<file path="src/rtl/tsn_pkg.sv">
package tsn_pkg;
  // Flat link index l = j*dc + q; returns the bit node that link reaches.
  function automatic int link_var(input int l, input int dc, input int nv, input int stride);
    return ((l / dc) + (l % dc) * stride) % nv;
  endfunction
endpackage

</file>
<file path="src/rtl/tsn_ctrl.sv">
module tsn_ctrl #(
  parameter int CNT_W = 4
) (
  input  logic             clk,
  input  logic             rst_n,
  input  logic             start,
  input  logic [CNT_W-1:0] nt_cycles,
  output logic             busy,
  output logic             done,
  output logic             hop_deliver,
  output logic             hop_forward
);
  logic [CNT_W-1:0] cnt_q, nt_q, hop;

  assign hop         = cnt_q + {{(CNT_W-1){1'b0}}, 1'b1};
  assign hop_deliver = busy & hop[0];
  assign hop_forward = busy & ~hop[0];

  always_ff @(posedge clk or negedge rst_n) begin
    if (!rst_n) begin
      cnt_q <= '0;
      nt_q  <= '0;
      busy  <= 1'b0;
      done  <= 1'b0;
    end else if (start) begin
      cnt_q <= '0;
      nt_q  <= nt_cycles;
      busy  <= (nt_cycles != '0);
      done  <= (nt_cycles == '0);
    end else if (busy) begin
      cnt_q <= hop;
      if (hop == nt_q) begin
        busy <= 1'b0;
        done <= 1'b1;
      end
    end
  end
endmodule

</file>
<file path="src/rtl/tsn_check_node.sv">
module tsn_check_node #(
  parameter int DC = 4
) (
  input  logic             unsat_bit,
  input  logic [DC-1:0]    launch_en,
  input  logic [DC*DC-1:0] route_map,
  input  logic [DC-1:0]    tok_in,
  output logic [DC-1:0]    tok_launch,
  output logic [DC-1:0]    tok_route
);
  for (genvar q = 0; q < DC; q++) begin : g_link
    assign tok_launch[q] = unsat_bit & launch_en[q];
    assign tok_route[q]  = |(route_map[q*DC +: DC] & tok_in);
  end
endmodule

</file>
<file path="src/rtl/tsn_var_route.sv">
module tsn_var_route
  import tsn_pkg::*;
#(
  parameter int NV     = 12,
  parameter int NC     = 6,
  parameter int DC     = 4,
  parameter int STRIDE = 3,
  localparam int L     = NC * DC
) (
  input  logic [L-1:0]  c2v,
  input  logic [NV-1:0] relay_en,
  output logic [NV-1:0] recv,
  output logic [L-1:0]  v2c
);
  always_comb begin
    logic any_other;
    recv = '0;
    v2c  = '0;
    for (int l = 0; l < L; l++) begin
      recv[link_var(l, DC, NV, STRIDE)] |= c2v[l];
    end
    for (int l = 0; l < L; l++) begin
      any_other = 1'b0;
      for (int k = 0; k < L; k++) begin
        if (k != l && link_var(k, DC, NV, STRIDE) == link_var(l, DC, NV, STRIDE))
          any_other |= c2v[k];
      end
      v2c[l] = relay_en[link_var(l, DC, NV, STRIDE)] & any_other;
    end
  end
endmodule

</file>
<file path="src/rtl/tsn_engine.sv">
module tsn_engine #(
  parameter int NV     = 12,
  parameter int NC     = 6,
  parameter int DC     = 4,
  parameter int STRIDE = 3,
  parameter int CNT_W  = 4,
  localparam int L     = NC * DC
) (
  input  logic             clk,
  input  logic             rst_n,
  input  logic             start,
  input  logic [NC-1:0]    unsat,
  input  logic [NV-1:0]    var_fwd_en,
  input  logic [L-1:0]     link_init_en,
  input  logic [L*DC-1:0]  link_fwd_map,
  input  logic [CNT_W-1:0] nt_cycles,
  output logic [NV-1:0]    neutralize,
  output logic             done
);
  logic             busy, hop_deliver, hop_forward;
  logic [NV-1:0]    relay_q, recv;
  logic [L*DC-1:0]  route_q;
  logic [L-1:0]     c2v_q, v2c_q, launch_tok, route_tok, v2c_next;

  tsn_ctrl #(.CNT_W(CNT_W)) i_ctrl (
    .clk, .rst_n, .start, .nt_cycles,
    .busy, .done, .hop_deliver, .hop_forward
  );

  for (genvar j = 0; j < NC; j++) begin : g_chk
    tsn_check_node #(.DC(DC)) i_node (
      .unsat_bit  (unsat[j]),
      .launch_en  (link_init_en[j*DC +: DC]),
      .route_map  (route_q[j*DC*DC +: DC*DC]),
      .tok_in     (v2c_q[j*DC +: DC]),
      .tok_launch (launch_tok[j*DC +: DC]),
      .tok_route  (route_tok[j*DC +: DC])
    );
  end

  tsn_var_route #(.NV(NV), .NC(NC), .DC(DC), .STRIDE(STRIDE)) i_route (
    .c2v (c2v_q), .relay_en (relay_q), .recv (recv), .v2c (v2c_next)
  );

  always_ff @(posedge clk or negedge rst_n) begin
    if (!rst_n) begin
      relay_q    <= '0;
      route_q    <= '0;
      c2v_q      <= '0;
      v2c_q      <= '0;
      neutralize <= '0;
    end else if (start) begin
      relay_q    <= var_fwd_en;
      route_q    <= link_fwd_map;
      c2v_q      <= launch_tok;
      v2c_q      <= '0;
      neutralize <= '0;
    end else if (hop_deliver) begin
      neutralize <= neutralize | recv;
      v2c_q      <= v2c_next;
    end else if (hop_forward) begin
      c2v_q      <= route_tok;
    end
  end
endmodule

</file>
<file path="config.mk">
export PLATFORM = sky130hd
export DESIGN_NAME = tsn_engine
export DESIGN_NICKNAME = d
export VERILOG_FILES = /design/src/rtl/tsn_pkg.sv /design/src/rtl/tsn_ctrl.sv /design/src/rtl/tsn_check_node.sv /design/src/rtl/tsn_var_route.sv /design/src/rtl/tsn_engine.sv
export SDC_FILE = /design/constraint.sdc
export NUM_CORES = 1
export LEC_CHECK = 0
export BUFFER_PORTS_ARGS = -buffer_cell sky130_fd_sc_hd__buf_4
export CORE_MARGIN = 2
export CORE_UTILIZATION = 59
export CTS_CLUSTER_DIAMETER = 40
export DETAILED_ROUTE_END_ITERATION = 10
export PLACE_DENSITY = 0.94
export SLEW_MARGIN = 40
export SYNTH_ARGS = -nofsm -noshare
export SYNTH_HDL_FRONTEND = slang
export SYNTH_SLANG_ARGS = --single-unit
export TNS_END_PERCENT = 50
</file>
<file path="constraint.sdc">
create_clock -name clk -period 2.2 [get_ports clk]
set_clock_uncertainty 0.1 [all_clocks]
set_input_delay 0.33 -clock clk [delete_from_list [all_inputs] [get_ports clk]]
set_output_delay 0.33 -clock clk [all_outputs]
set_load 0.005 [all_outputs]
</file>
* Word level (Yosys, flattened, before mapping)
Index checks and enable logic that the tools add are counted.
** Cells by class
- Add/subtract/negate cells :: 1
- Muxes and demuxes :: 15
- Bitwise operators :: 88
- Multiply operators :: 0
- Shift operators :: 0
- Equal/unequal tests :: 2
- Reductions and logical operators :: 32
- $lt $le $gt $ge :: 0
- Divide/modulo/power cells :: 0
** Operators by type and width (count)
- two-way mux 24 bit :: 5
- AND 4 bit :: 24
- OR reduction 4 bit :: 24
- AND 1 bit :: 50
- two-way mux 12 bit :: 2
- bitwise OR 1 bit :: 12
- bitwise OR 12 bit :: 1
- two-way mux 4 bit :: 2
- nonzero test 2 bit :: 4
- two-way mux 1 bit :: 6
- adder 4 x 1 -> 4 bit, second input constant :: 1
- equality test 4 bit :: 1
- logical NOT 4 bit :: 1
- AND reduction 2 bit :: 2
- nonzero test 4 bit :: 1
- inequality test 2 bit, second input constant :: 1
- inverter 1 bit :: 1
** Storage, ports and cells
- Memory bits (writable) :: 0
- Register bits :: 178
- Latch bits :: 0
- Memories :: 0
- ROM bits :: 0
- Word-level logic and storage cells :: 147

* Longest topological paths before layout
Gate-level depths: netlist of run 1.
- Depth after elaboration :: 6
- Gate-level depth with buffers :: 6
- Gate-level depth less buffers :: 4

* Hierarchy
Synthesis of run 1 repeated with hierarchy kept, for this count alone.
** Unflattened totals
- Cell total of the unflattened synthesis :: 655
- Area total of the unflattened synthesis :: 8155.3 um^2
** By module, submodules not included
- tsn_engine :: instances 1, cells each 479, area each 6790.3 um^2, sequential area each 4204.0 um^2
- tsn_check_node :: instances 6, cells each 16, area each 100.1 um^2, sequential area each 0.0 um^2
- tsn_ctrl :: instances 1, cells each 44, area each 524.3 um^2, sequential area each 250.2 um^2
- tsn_var_route :: instances 1, cells each 36, area each 240.2 um^2, sequential area each 0.0 um^2

* Worst setup path after synthesis of run 1
No wires, ideal clock.
- Path type :: reg2reg
- From :: register i_ctrl.cnt_q[0]
- To :: register i_ctrl.done
- Setup slack :: 734 ps
- Data required time :: 2034 ps
- Period minus slack after synthesis :: 1466 ps
- Arrival time :: 1301 ps
- Stages on the path, launching flop included :: 5
- Setup time :: 66 ps
- Cells stage by stage :: dfrtp_1 ha_1 xor2_1 nor4_2 a31o_1
** Between the ends
- Word-level cells in the longest chain between the ends :: 4
** Ends and longest elaborated chain
- start: declaration :: RTL line tsn_ctrl.sv:13 : logic [CNT_W-1:0] cnt_q, nt_q, hop;
- start signal: assignment :: RTL line tsn_ctrl.sv:31 : cnt_q <= hop;
- adder 4 x 1 -> 4 bit :: RTL line tsn_ctrl.sv:15 : assign hop = cnt_q + {{(CNT_W-1){1'b0}}, 1'b1};
- equality test 4 bit :: RTL line tsn_ctrl.sv:32 : if (hop == nt_q) begin
- nonzero test 2 bit (no source line)
- AND reduction 2 bit (no source line)
- end signal: assignment :: RTL line tsn_ctrl.sv:29 : done <= (nt_cycles == '0);
- end: declaration :: RTL line tsn_ctrl.sv:9 : output logic done,
Every way passes these cells.
A chain may end at the register's enable or synchronous reset.

* Worst setup path in the final report of run 1
- From :: register i_ctrl.busy
- To :: register neutralize[8]
** Between the ends
- Word-level cells in the longest chain between the ends :: 2
** Ends and longest elaborated chain
- start: declaration :: RTL line tsn_ctrl.sv:8 : output logic busy,
- start signal: assignment :: RTL line tsn_ctrl.sv:28 : busy <= (nt_cycles != '0);
- AND 1 bit :: RTL line tsn_ctrl.sv:16 : assign hop_deliver = busy & hop[0];
- nonzero test 2 bit (no source line)
- end signal: assignment :: RTL line tsn_engine.sv:59 : neutralize <= neutralize | recv;
- end: declaration :: RTL line tsn_engine.sv:17 : output logic [NV-1:0] neutralize,
Every way passes these cells.

==> run summary, run 1 <==
The run finished with clean final reports. The count of buffers added by post-CTS timing repair for setup came out at 0. After layout, the worst path uses 73.3% of the clock period.

The synthesized netlist contains 31 unique library cells. The I/O pin count is 158. The total of buffers placed on input and output ports came out at 157. The total non-filler cell area in the finished layout is 9500 um2. The detailed router placed 5549 vias in this run. The data arrival time at the worst-slack endpoint is 1860 ps. The total detailed-routing wirelength is 18100 um. Of the synthesized area, sequential elements account for 59.0%.

The die is 117 um tall. The via count normalized by instance count came out at 5.89. The number of levels the H-tree was split into came out at 4. At the pin with the least slew margin, the transition time is 456 ps. Measured along the x axis, the die boundary spans 117 um.

The worst setup slack after placement came out at 558 ps. The worst register-to-register path begins at i_ctrl.busy$_DFF_PN0_. The total count of max-transition violations in the final report came to 0.

Measured in cells, the most critical reg-to-reg path has a length of 4. The worst max-slew margin expressed relative to the limit is 69.6%. By startpoint and endpoint, the worst setup path is classified as flop to flop.

The net count of the finished layout is 903. In this run the worst setup path terminates at neutralize[8]$_DFFE_PN0P_. After layout, the worst setup slack is 587 ps. The cell type group with the largest total delay on the critical path is flip-flops.

The CTS buffer count is 17. The die area is 13700 um2. The CTS tree is done. Walking the worst path, the cells encountered are nor2b_2 > buf_4 > o21ai_0 > a21oi_1. The ratio of total power to cell area came out at 901 nW/um2. The number of enable flip-flop cells after synthesis is 0. The first global-routing pass estimated 28700 um of wire. Setup repair after global routing left no endpoint under its margin. The netlist area before placement came out at 7550 um2. The clock latency at the later pin of the worst-skew pair came out at 420 ps. The region available for standard cell placement spans 12600 um2. The slowest stage of the critical path belongs to the cell sky130_fd_sc_hd__dfrtp_1. The maximum number of pins on one net before global-route repair came out at 80.

The largest stage delay on the critical path is 490 ps. Including well taps, the total number of placed cells is 909. The area after detailed placement is 8880 um2. The leakage power of the design is 4.27 nW.

The pre-antenna-repair detailed-routing pass consisted of 5 iterations. The maximum root-to-sink buffer count is 2. The mean cell area of the mapped netlist came out at 12.5 um2.

The synthesized netlist net count is 750. Among all flip-flop cells after synthesis, the most frequent one is sky130_fd_sc_hd__dfrtp_1. The final instance count without filler cells came out at 942. For this configuration, the core starts out at a cell density of 60.1%. The clock root buffer is sky130_fd_sc_hd__clkbuf_16. The worst-path maximum fanout came out at 36.

The library cell used most frequently in the layout, excluding fill and tap cells, is sky130_fd_sc_hd__dfrtp_1. The count of warnings emitted by yosys came out at 0. The proportion of synthesized flip-flops having asynchronous set or reset is 100%. The worst IR drop on VDD came out at 0.709 mV. The number of antenna diodes in the final layout is 0. The worst register-to-register path ends at neutralize[8]$_DFFE_PN0P_. The kind of end point of the critical path is a flop. Leaving out fill and tap cells, the most frequent cells in the layout are sky130_fd_sc_hd__dfrtp_1 (178), sky130_fd_sc_hd__buf_4 (162), sky130_fd_sc_hd__mux2_1 (82). STA classifies the critical path startpoint as a flop. The source of the critical timing path is i_ctrl.busy$_DFF_PN0_. Row generation in the floorplan step produced 41 rows. The count of endpoints failing setup in the final report is 0. The initial detailed-routing violation count came out at 514. The via count of the first global-routing pass is 5886.

In the final layout, the share of cells above drive strength 1 is 30.0%. For this run the aggregate overflow at the end of global routing stands at 0. The per-cell routed wire length came out at 19.2 um. Counting every instance in the synthesized netlist gives 604.

In this run the remaining antenna-violating nets after routing total 0. Post-CTS repair changed the size of 0 cells. The final weighted congestion in routability-driven placement came out at 0.849. The total number of cells along the worst setup path came out at 4. At the worst endpoint, the required time is 2440 ps. Once detailed placement completed, the half-perimeter wirelength came to 12700 um. The buffer and inverter count on the worst path is 1. The clock-pin transition on the worst setup and hold timing paths is 60 ps. The setup total negative slack came out at 0 ps. The hold violation count in the final report is 0.

The synthesized design contains 178 register bits. The worst path in the final design needs a cycle of 1610 ps, including I/O delays and setup. For this run, the total global-route usage over all layers was measured as 28.0%. Cells fill 75.6% of the core in the end.

After detailed routing, the number of remaining DRC violations is 0. The path class of the lowest-slack min-delay path is primary input to flop. The CTS sink count is 178. The maximum operating frequency is 620 MHz.

The relative area change from synthesis to final layout came out at 25.8%. The initial antenna violation count came out at 0. The reg-to-reg setup timing slack came out at 590 ps. The max-capacitance violation count came out at 0.
==> stage by stage <==
stage               power [W]  hold WS [ps]
global placement      0.00534           191
floorplan             0.00479         -65.6
CTS                   0.00858          12.3
finish                0.00856          21.5
detailed placement    0.00545           195
global route          0.00892          6.50
==> power breakdown <==
group	internal (W)	switching (W)	total, W
Combinational	0.000695	0.000636	0.00133
Sequential	0.00370	0.000385	0.00409
Clock	0.00192	0.00122	0.00314
==> cells in the mapped netlist, types with 2 or more instances <==
| cell | number | area, um2 |
|---|---|---|
| sky130_fd_sc_hd__mux2_2 | 31 | 349 |
| sky130_fd_sc_hd__a22oi_1 | 47 | 353 |
| sky130_fd_sc_hd__nand3_1 | 48 | 240 |
| sky130_fd_sc_hd__nand2_1 | 49 | 184 |
| sky130_fd_sc_hd__xor2_1 | 3 | 26.3 |
| sky130_fd_sc_hd__buf_6 | 3 | 33.8 |
| sky130_fd_sc_hd__a21oi_1 | 62 | 310 |
| sky130_fd_sc_hd__o22a_1 | 23 | 201 |
| sky130_fd_sc_hd__nor2_1 | 3 | 11.3 |
| sky130_fd_sc_hd__inv_1 | 13 | 48.8 |
| sky130_fd_sc_hd__xnor2_1 | 3 | 26.3 |
| sky130_fd_sc_hd__o21ai_0 | 12 | 60.1 |
| sky130_fd_sc_hd__nand2b_1 | 2 | 12.5 |
| sky130_fd_sc_hd__dfrtp_1 | 178 | 4450 |
| sky130_fd_sc_hd__buf_4 | 9 | 67.6 |
| sky130_fd_sc_hd__clkbuf_1 | 2 | 7.51 |
| sky130_fd_sc_hd__o22ai_1 | 2 | 12.5 |
| sky130_fd_sc_hd__mux2_1 | 82 | 923 |
| sky130_fd_sc_hd__buf_2 | 20 | 100 |
==> area by class of cell <==
class	instances	area, um2
Clock inverter	11	159
Fill cell	798	3070
Sequential cell	178	4450
Tap cell	172	215
Multi-Input combinational cell	377	2820
Clock buffer	21	450
Inverter	13	48.8
Timing Repair Buffer	170	1350
==> cells by family after synthesis <==
kind of cell	Yosys count	share of synthesized area, %
adder cells (fa/ha/maj)	1	0.166
XOR/XNOR	7	1.01
multiplexers	114	17.0
AO/OA/AOI/OAI	149	12.8
flip-flops	178	59.0
AND/OR/NAND/NOR	106	6.40
buffers and inverters	49	3.66
==> registers in the layout, summed over array words and instances, names as in the netlist <==
signal	cells
i_ctrl.cnt_q	4
v2c_q	24
i_ctrl.busy	1
neutralize	12
route_q	96
c2v_q	24
i_ctrl.nt_q	4
i_ctrl.done	1
relay_q	12
==> how the worst min path moves through the flow <==
stage	start	end	slack (ps)	depth (start not counted)
6_report	link_fwd_map[38]	route_q[38]$_DFFE_PN0P_	20	2
5_1_grt	var_fwd_en[4]	relay_q[4]$_DFFE_PN0P_	6	2
4_1_cts	link_fwd_map[37]	route_q[37]$_DFFE_PN0P_	10	2
3_5_place_dp	rst_n	route_q[23]$_DFFE_PN0P_	200	1
3_3_place_gp	rst_n	route_q[21]$_DFFE_PN0P_	190	1
2_1_floorplan	rst_n	c2v_q[0]$_DFFE_PN0P_	-70	0
==> per-layer routing <==
| metal | global-route usage [%] | vias up | routed length [um] |
|---|---|---|---|
| met2 | 48.0 | 220 | 9390 |
| met5 | 0 | - | 0 |
| met3 | 6.85 | 38 | 1170 |
| met1 | 33.9 | 2795 | 6960 |
| li1 | - | 2496 | - |
| met4 | 12.2 | 0 | 534 |
==> what timing repair did <==
item                                    4_1_cts  5_1_grt
endpoints found under the setup margin        0        0
endpoints found under the hold margin        46        0
hold buffers                                  1        0
(Power assumes the default switching activity.)
==> run 2: changes to the inputs <==
Settings changed: ABC_AREA from default to 1, CORE_UTILIZATION 59 to 55, PLACE_DENSITY 0.94 to 0.89.
Clock period 2.2 ns to 1.5 ns, I/O delays scaled along.
==> run 2 against run 1 <==
Net effect:
- the flow now finishes with violations (setup timing)
- sequential share of layout area fell by 6.5 points
- critical path depth did not move
- core utilization rose by 7.3 points
- clock power rose by 46%
- largest power group unchanged
==> run summary, run 2 <==
The flow ran to the end, but the final reports show violations. The checks that failed: setup timing. Per report_power, the clock group accounts for 37.2% of the total. The count of cells along the worst hold path came out at 3. The mean cell area of the mapped netlist came out at 8.90 um2.

The total number of vias is 7485. The startpoint identified for the worst register-to-register timing path is v2c_q[2]$_DFFE_PN0P_. The floorplan step defined a core boundary enclosing 13300 um2. The share of synthesized area occupied by flip-flops and latches is 59.1%.

The sequential share of power came out at 44.8%. In the synthesized netlist, the cells that appear most often are sky130_fd_sc_hd__dfrtp_1 (178), sky130_fd_sc_hd__nand2_1 (177), sky130_fd_sc_hd__inv_1 (145). The I/O pin count is 158. By startpoint and endpoint, the worst setup path is classified as flop to flop.

The per-cell routed wire length is 19.1 um. The die covers 14700 um2. In this run the most critical hold path is launched from link_init_en[16]. The root buffer cell chosen for the clock tree is sky130_fd_sc_hd__clkbuf_16. The repair_antennas step left the layout with diodes totalling 0. The count of endpoints failing setup in the final report is 2. The worst setup slack after placement came out at -29.0 ps. The switching power as a share of total power came out at 26.6%. In the synthesized netlist the dominant register cell turns out to be sky130_fd_sc_hd__dfrtp_1.

The largest stage delay on the critical path came out at 460 ps. Yosys instantiated no cell more often than sky130_fd_sc_hd__dfrtp_1. The detailed-route DRC error count came out at 0. Counting flops with a built-in enable in the synthesized netlist gives 0. Per report_power, the combinational group accounts for 18.0% of the total. Setup repair after global routing could not meet its margin everywhere. Summed over all instances, the cell type with the most area after synthesis is sky130_fd_sc_hd__dfrtp_1.

The cell family contributing the most delay on the critical path is compound AO/OA/AOI/OAI gates. The via count of the first global-routing pass is 7658. The die is 121 um tall.

The synthesized netlist net count came out at 993. The relative area change from synthesis to final layout is 46.2%. The netlist area before placement is 7540 um2. The number of levels the H-tree was split into is 4. The total of buffers placed on input and output ports came out at 157.

The buffer and inverter count on the worst path is 1. Of all flip-flops after synthesis, the portion carrying an async set or reset was 100%. The path class of the tightest hold or removal check is primary input to flop. The wire length of the first global-routing pass came out at 37500 um. In this run the remaining antenna-violating nets after routing total 0. The portion of synthesized cell area occupied by the leading cell type came out at 59.1%. The starting utilization of the core area is 56.7%. STA classifies the critical path startpoint as a flop.

After legalization and detailed placement, the total HPWL measured 13400 um. By area the synthesized netlist is led by sky130_fd_sc_hd__dfrtp_1 (59%), sky130_fd_sc_hd__nand2_1 (8.8%), sky130_fd_sc_hd__o21ai_0 (8.4%), sky130_fd_sc_hd__inv_1 (7.2%), sky130_fd_sc_hd__o22ai_1 (6.1%). The first routing iteration left 807 violations. Data on the critical path arrives at its endpoint at 1750 ps.

The reg-to-reg setup timing slack came out at -70 ps. The final layout net count came out at 1267. The clock-pin transition on the worst setup and hold timing paths is 70 ps. For this run, the total global-route usage over all layers was measured as 33.6%. The final instance count without filler cells came out at 1309. The count of fill cells added during filler insertion came out at 711. The commonest non-fill, non-tap cell in the layout is sky130_fd_sc_hd__dfrtp_1.

The ratio of total power to cell area is 1120 nW/um2. The via count normalized by instance count is 5.72. The worst-path maximum fanout is 5. The global route total overflow is 0. Leaving out fill and tap cells, the most frequent cells in the layout are sky130_fd_sc_hd__dfrtp_1 (177), sky130_fd_sc_hd__nand2_1 (175), sky130_fd_sc_hd__buf_4 (160). The internal portion of the total power is 0.00906 W. The maximum root-to-sink buffer count came out at 2. The net load switching power came out at 0.00328 W. TritonCTS built the clock tree. The later pin in the worst-skew pair is clocked with a latency of 430 ps. The synthesized design contains 178 register bits. At the pin with the least slew margin, the transition time is 537 ps.

The worst path in the final design needs a cycle of 1570 ps, including I/O delays and setup. The final clock period utilization by the worst path came out at 104%. The worst IR drop on VDD came out at 0.848 mV. Buffers inserted during clock tree synthesis total 17. Walking the worst path, the cells encountered are inv_1 > o22ai_1 > o21ai_0 > a31oi_4. The ratio of cells with drive above 1 in the final layout is 20.9%.

The maximum number of pins on one net before global-route repair is 97. The hold violation count in the final report was 0. The maximum operating frequency came out at 639 MHz. The length in cells of the worst reg-to-reg path is 4. The total count of max-transition violations in the final report came out at 0. Counting every sink on the clock net gives 178. The flip-flop count of the largest register after layout came out at 96. The leakage power of the design is 5.30 nW. The total detailed-routing wirelength is 25000 um. Counting every instance in the synthesized netlist gives 847.

The count of warnings emitted by yosys is 0. The reg-to-reg endpoint is c2v_q[3]$_DFFE_PN0P_. The worst max-slew margin expressed relative to the limit came out at 63.8%. The kind of end point of the critical path is a flop. The hold-critical path endpoint is c2v_q[16]$_DFFE_PN0P_. At the end of routability-driven placement, the weighted congestion stood at 0.902.

The slowest stage of the critical path is the sky130_fd_sc_hd__o21ai_0 cell. The chip width came out at 121 um. Max-cap violations in this run came to 0. The cell row count is 42. The initial antenna violation count came out at 0. The register with the most flip-flops in the final layout is route_q. The final worst setup slack came out at -65.7 ps.

The final hold slack is 6.68 ps. The number of placed instances, taps included, is 1154. The number of optimization iterations in the first detailed-route pass came out at 5.

In this run, distinct cell masters in the synthesized netlist total 22. In the final layout, the registers with the most flip-flops are route_q x96, c2v_q x24, v2c_q x24. The required time reported for the critical path endpoint is 1680 ps.
-- run 2: area by class of cell --
| type | count | area (um2) | area share [%] |
|---|---|---|---|
| clock buffers | 22 | 474 | 4.30 |
| clock inverters | 9 | 129 | 1.17 |
| inverters | 146 | 548 | 4.97 |
| multi-input cells | 482 | 2460 | 22.3 |
| flip-flops and latches | 178 | 4460 | 40.4 |
| well taps | 176 | 220 | 2.00 |
| repair buffers | 296 | 2730 | 24.8 |
-- run 2: worst max-delay path by stage --
stage / cells past startpoint / start / slack (ps) / to
finish: 4 / v2c_q[2]$_DFFE_PN0P_ / -70 / c2v_q[3]$_DFFE_PN0P_
CTS: 7 / i_ctrl.cnt_q[1]$_DFFE_PN0P_ / -5 / i_ctrl.done$_DFFE_PN0P_
global placement: 7 / i_ctrl.cnt_q[0]$_DFFE_PN0P_ / 40 / i_ctrl.done$_DFFE_PN0P_
detailed placement: 7 / i_ctrl.cnt_q[0]$_DFFE_PN0P_ / -30 / i_ctrl.done$_DFFE_PN0P_
floorplan: 7 / i_ctrl.cnt_q[0]$_DFFE_PN0P_ / 8 / i_ctrl.done$_DFFE_PN0P_
global route: 7 / i_ctrl.cnt_q[0]$_DFFE_PN0P_ / -190 / i_ctrl.done$_DFFE_PN0P_
-- run 2: repair_timing --
| action | 4_1_cts | 5_1_grt |
|---|---|---|
| buffers inserted | 1 | 2 |
| gates cloned | 0 | 4 |
| pin swaps | 4 | 1 |
| setup endpoints to repair | 2 | 28 |
| endpoints found under the hold margin | 294 | 0 |
| gates resized for setup | 4 | 25 |
| hold buffers | 117 | 0 |
-- run 2: logic make-up (layout without fill, tap and decap cells) --
group                    Yosys count  count (layout)  share of synthesized area [%]
buffers and inverters            187             473                           10.2
flip-flops                       178             178                           59.1
adder cells (fa/ha/maj)            1               1                          0.166
AO/OA/AOI/OAI                    241             241                           17.9
XOR/XNOR                           1               1                          0.116
AND/OR/NAND/NOR                  239             239                           12.5
-- run 2: metal layers --
metal / share of wire (%) / GRT usage [%] / vias up
met3: 7.7 / 6.34 / 104
met1: 36 / 38.9 / 3606
li1: - / - / 3315
met5: 0 / 0 / -
met2: 53 / 60.0 / 460
met4: 4.2 / 15.7 / 0
-- run 2: stage by stage --
stage / area (um2) / power [W] / TNS, ps / util [%]
after floorplan: 7540 / 0.00638 / 0 / -
after global placement: 8980 / 0.00718 / 0 / 67.6
after detailed placement: 8980 / 0.00726 / -29.0 / 67.6
after CTS: 10800 / 0.0120 / -5.08 / 81.1
after global routing: 11000 / 0.0127 / -427 / 82.9
final: 11000 / 0.0123 / -129 / 82.9
-- run 2: power by group through the flow --
stage | Clock, W | Combinational (W) | Sequential, W
after floorplan | 0 | 0.000870 | 0.00551
after global placement | 0 | 0.00162 | 0.00555
after detailed placement | 0 | 0.00169 | 0.00557
after CTS | 0.00456 | 0.00198 | 0.00550
after global routing | 0.00476 | 0.00241 | 0.00557
final | 0.00459 | 0.00222 | 0.00553
-- run 2: worst min-delay path, cell delays in order --
cell	delay, ps
sky130_fd_sc_hd__buf_4	110
sky130_fd_sc_hd__nand3_1	80
sky130_fd_sc_hd__a31oi_1	80
